`config.mk`:
```
export PLATFORM = sky130hd
export DESIGN_NAME = asm_timing_engine
export DESIGN_NICKNAME = d
export VERILOG_FILES = /design/src/rtl/asm_timing_engine.sv
export SDC_FILE = /design/constraint.sdc
export NUM_CORES = 1
export LEC_CHECK = 0
export ABC_CLOCK_PERIOD_IN_PS = 6500
export BUFFER_PORTS_ARGS = -buffer_cell sky130_fd_sc_hd__buf_2
export CORE_AREA = 5 5 116 118
export DETAILED_ROUTE_END_ITERATION = 8
export DIE_AREA = 0 0 121 123
export PLACE_DENSITY = 0.77
export SYNTH_ARGS = -nofsm -noshare
export SYNTH_HDL_FRONTEND = slang
export SYNTH_SLANG_ARGS = --single-unit
```
`constraint.sdc`:
```
create_clock -name clk -period 6.5 [get_ports clk]
set_input_delay 0.65 -clock clk [delete_from_list [all_inputs] [get_ports clk]]
set_output_delay 0.65 -clock clk [all_outputs]
set_load 0.02 [all_outputs]
```
`src/rtl/asm_timing_engine.sv`:
```
module asm_timing_engine #(
  parameter int AW  = 18,
  parameter int DW  = 16,
  parameter int NCS = 4,
  parameter int CW  = 4,
  localparam int SW  = (NCS > 1) ? $clog2(NCS) : 1,
  localparam int EAW = AW - SW,
  localparam int BL  = DW / 8,
  localparam int TW  = 5 * CW
) (
  input  logic               clk,
  input  logic               rst_n,
  input  logic               req_valid,
  output logic               req_ready,
  input  logic               req_write,
  input  logic [AW-1:0]      req_addr,
  input  logic [BL-1:0]      req_be,
  input  logic [DW-1:0]      req_wdata,
  output logic               rsp_done,
  output logic [DW-1:0]      rsp_rdata,
  input  logic [NCS*TW-1:0]  cfg_rd_tim,
  input  logic [NCS*TW-1:0]  cfg_wr_tim,
  input  logic [NCS*CW-1:0]  cfg_bls,
  input  logic [NCS-1:0]     cfg_mux,
  input  logic [NCS-1:0]     cfg_await,
  input  logic [NCS-1:0]     cfg_wsep,
  output logic [NCS-1:0]     mem_ce_n,
  output logic               mem_oe_n,
  output logic               mem_we_n,
  output logic [BL-1:0]      mem_be_n,
  output logic               mem_adv_n,
  output logic [EAW-1:0]     mem_addr,
  output logic [DW-1:0]      mem_dout,
  output logic               mem_doe,
  input  logic [DW-1:0]      mem_din,
  input  logic               mem_wait
);
  localparam logic [2:0] PH_IDLE = 3'd0, PH_BLS = 3'd1, PH_ADS = 3'd2, PH_ADH = 3'd3,
                         PH_DST = 3'd4, PH_DHT = 3'd5, PH_TAT = 3'd6;

  logic [2:0]     ph, nxt;
  logic [CW-1:0]  cnt;
  logic [SW-1:0]  l_dev;
  logic           l_wr;
  logic [EAW-1:0] l_addr;
  logic [BL-1:0]  l_be;
  logic [DW-1:0]  l_wd;
  logic [CW-1:0]  dur [8];
  logic           found;

  wire           idle  = (ph == PH_IDLE);
  wire [SW-1:0]  s_dev = idle ? req_addr[AW-1 -: SW] : l_dev;
  wire           s_wr  = idle ? req_write : l_wr;
  wire [TW-1:0]  tim   = (s_wr && cfg_wsep[s_dev]) ? cfg_wr_tim[s_dev*TW +: TW]
                                                   : cfg_rd_tim[s_dev*TW +: TW];
  wire           stall = (ph == PH_DST) && cfg_await[l_dev] && mem_wait;

  always_comb begin
    dur[0] = '0;
    dur[1] = cfg_bls[s_dev*CW +: CW];
    dur[2] = tim[0 +: CW];
    dur[3] = cfg_mux[s_dev] ? tim[CW +: CW] : '0;
    dur[4] = (tim[2*CW +: CW] == '0) ? CW'(1) : tim[2*CW +: CW];
    dur[5] = tim[3*CW +: CW];
    dur[6] = tim[4*CW +: CW];
    dur[7] = '0;
  end

  always_comb begin
    nxt   = PH_IDLE;
    found = 1'b0;
    for (int p = 1; p < 7; p++) begin
      if (!found && (3'(p) > ph) && (dur[p] != '0)) begin
        nxt   = 3'(p);
        found = 1'b1;
      end
    end
  end

  wire [CW-1:0] nxt_cnt = (nxt == PH_IDLE) ? '0 : dur[nxt] - 1'b1;

  always_ff @(posedge clk or negedge rst_n) begin
    if (!rst_n) begin
      ph        <= PH_IDLE;
      cnt       <= '0;
      l_dev     <= '0;
      l_wr      <= 1'b0;
      l_addr    <= '0;
      l_be      <= '0;
      l_wd      <= '0;
      rsp_done  <= 1'b0;
      rsp_rdata <= '0;
    end else begin
      rsp_done <= 1'b0;
      if (idle) begin
        if (req_valid) begin
          l_dev  <= s_dev;
          l_wr   <= req_write;
          l_addr <= req_addr[EAW-1:0];
          l_be   <= req_be;
          l_wd   <= req_wdata;
          ph     <= nxt;
          cnt    <= nxt_cnt;
        end
      end else if (!stall) begin
        if (cnt != '0) begin
          cnt <= cnt - 1'b1;
        end else begin
          ph  <= nxt;
          cnt <= nxt_cnt;
          if (ph == PH_DST) begin
            rsp_done <= 1'b1;
            if (!l_wr) rsp_rdata <= mem_din;
          end
        end
      end
    end
  end

  wire in_ce  = (ph == PH_ADS) || (ph == PH_ADH) || (ph == PH_DST) || (ph == PH_DHT);
  wire mux_a  = cfg_mux[l_dev] && ((ph == PH_ADS) || (ph == PH_ADH));
  wire drv_wd = l_wr && ((ph == PH_DST) || (ph == PH_DHT));

  assign req_ready = idle;
  assign mem_ce_n  = in_ce ? ~(NCS'(1) << l_dev) : '1;
  assign mem_be_n  = (!idle && ph != PH_TAT) ? ~l_be : '1;
  assign mem_adv_n = ~(ph == PH_ADS);
  assign mem_oe_n  = ~((ph == PH_DST) && !l_wr);
  assign mem_we_n  = ~((ph == PH_DST) && l_wr);
  assign mem_addr  = l_addr;
  assign mem_doe   = mux_a || drv_wd;
  assign mem_dout  = drv_wd ? l_wd : (mux_a ? DW'(l_addr) : '0);
endmodule

```
==> flow_summary.ini <==
[clock_tree]
ctsResizeCount = 0
cts_sinks = 61
cts_max_level = 3
cts_setup_buffers = 0
path_clk_slew_ns = 0.05
ctsLongestPathBuffers = 2
cts_made_buffers = 9
cts_hold_buf = 0
clk_root_buffer_cell = clkbuf_16
cts_tree = yes
insertion_delay_ns = 0.32

[timing]
setup_tns_ns = 0
rsz0062_at_grt = no
drv_slew = 0
min_period_ns = 5.62
max_freq_ghz = 0.178
fin_crit_sh = 0.865
hold_violations = 0
setup_viol = 0
tightest_slew_ns = 0.905
fin_ws_ns = 0.877
skew_ns = 0.00619
relSlewSlack = 0.395

[final_layout]
drive_gt1_frac = 0.488
nets = 1098
final_cell_mix = buf_2 (304), nand2_1 (111), dfrtp_1 (61), mux2_2 (58), mux2i_1 (37)
syn_to_final_growth_pct = 38.1
multi_input_area_sq_um = 3300
final_common_cell = buf_2
fill_cells = 1128
ff_latch_area_sq_um = 1530

[drt]
drcViolationCount = 0
wl_microns = 19100
drt-vias-per-instance = 5.52
wl_per_cell_microns = 18.5
drtPass1Iterations = 5
first_iter_violations = 518
vias = 5688
ant_nets = 0

[logic_synthesis]
ys_types = 67
synth.cell_area_sq_um = 5080
async_flop_share = 1.00
ys.flop_type = dfrtp_1
ys_seq_elements = 61
syn_nets = 823
synth_warnings = 0
syn_avg_cell_area_sq_um = 8.83
synthCells = 576
ys_seq_area_frac = 0.300
synth-edff-count = 0

[floorplanning]
die_area_sq_um = 14900
start_util = 0.411
die_w_microns = 121
die_h_microns = 123
rows = 41
num_io_pins = 305
design.core.area_sq_um = 12400

[grt]
first_global_vias = 5481
grt_use_total = 0.242
grt_max_degree = 62
antenna_found_initial = 4
overflow = 0
grt_pass1_wl_microns = 29000

[worst_setup_path]
crit_type = reg -> reg
ff2ff_path_depth = 15
cp-end-kind = flip-flop
crit_fanout = 44
required_ns = 6.70
arrival_ns = 5.82
startpoint_type = flip-flop

[placed_design]
numPortBuffers = 304
detailed_place_hpwl_microns = 15300
pre_cts_ws_ns = 0.968
place.gp.congestion = 0.986

[pwr]
design_power_total_uw = 3970
power.density_nw_per_um2 = 565
peakVddDrop_mv = 0.220
p_leak_uw = 0.00348

[status]
outcome = completed

[run]
cap_violations = 0

[worst_hold_path]
hp-class = in -> async
area by class of cell:
cell class / count / area share
Sequential cell: 61 / 0.217
Antenna cell: 2 / 0.000713
Clock inverter: 5 / 0.0119
Tap cell: 172 / 0.0306
Inverter: 10 / 0.00606
Clock buffer: 11 / 0.0346
Timing Repair Buffer: 314 / 0.229
Multi-Input combinational cell: 455 / 0.470
layer usage:
layer | GRT usage | up-vias | share of wire
met3 | 0.0531 | 42 | 0.079
met1 | 0.322 | 2655 | 0.41
met4 | 0.0708 | 4 | 0.024
met5 | 0 | - | 0.0013
met2 | 0.398 | 266 | 0.48
li1 | - | 2721 | -
Yosys cell counts (4+ instances only):
library cell	instances	area, sq um
a21oi_1	32	160
a311oi_1	7	61.3
a31oi_1	10	62.6
a32oi_1	5	43.8
and2_1	4	25.0
and3_1	4	25.0
and4_1	4	35.0
buf_1	8	30.0
buf_2	13	65.1
clkbuf_1	25	93.8
dfrtp_1	61	1530
inv_1	9	33.8
mux2_2	58	653
mux2_4	4	60.1
mux2i_1	39	390
mux4_2	9	203
nand2_1	112	420
nand3_1	18	90.1
nand4_1	17	106
nor2_1	19	71.3
nor3_1	11	55.1
nor4_1	5	31.3
o2111ai_1	14	123
o211ai_1	6	45.0
o21ai_0	14	70.1
or3_1	6	37.5
cells by family (layout without fill, tap and decap cells):
group / Yosys count / in the layout / share of synthesized area
AND/OR/NAND/NOR: 218 / 218 / 0.205
AO/OA/AOI/OAI: 123 / 123 / 0.173
multiplexers: 112 / 112 / 0.264
flip-flops: 61 / 61 / 0.300
buffers and inverters: 60 / 340 / 0.0536
adder cells (fa/ha/maj): 2 / 2 / 0.00492
other: 0 / 2 / 0
worst paths after layout:
check	start	to	slack [ns]
setup / recovery	ph[0]	cnt[1]	0.88
hold / removal	rst_n	mem_addr[8]	0.49
setup reg to reg	ph[0]	cnt[1]	0.88
hold reg to reg	rsp_rdata[9]	rsp_rdata[9]	0.50
max in group asynchronous	rst_n	l_wd[13]	5.49
min in group clk	rsp_rdata[9]	rsp_rdata[9]	0.50
sequential cells by signal, indices dropped and copies added (netlist names):
signal,count
l_wd,16
mem_addr,16
rsp_rdata,16
cnt,4
ph,3
l_be,2
l_dev,2
l_wr,1
rsp_done,1
report_power, final:
part	switching (uW)	internal (uW)	total, uW
clock	164	346	511
sequential	137	547	684
combinational	1640	1140	2780
worst max-delay path: stages (launching register included):
cell      delay, ns
dfrtp_1        0.53
or3_1          0.62
clkinv_4       0.15
mux2_4         0.54
mux2i_4        0.64
nand2_4        0.27
mux4_2         0.49
mux2i_1        0.24
a41oi_1        0.32
or2_1          0.41
a211o_1        0.30
a32o_1         0.28
ha_1           0.27
nand2b_1       0.09
o22ai_1        0.06
mux2_2         0.27
through the flow:
step | hold slack (ns) | instances | utilization | instance area [sq um]
floorplan | 0.354 | 576 | - | 5080
global placement | 0.485 | 1012 | 0.541 | 6690
detailed placement | 0.490 | 1012 | 0.541 | 6690
CTS | 0.503 | 1028 | 0.568 | 7020
global route | 0.510 | 1030 | 0.568 | 7020
finish | 0.488 | 1030 | 0.568 | 7020
Note: power is estimated with default switching activity, not from simulation.
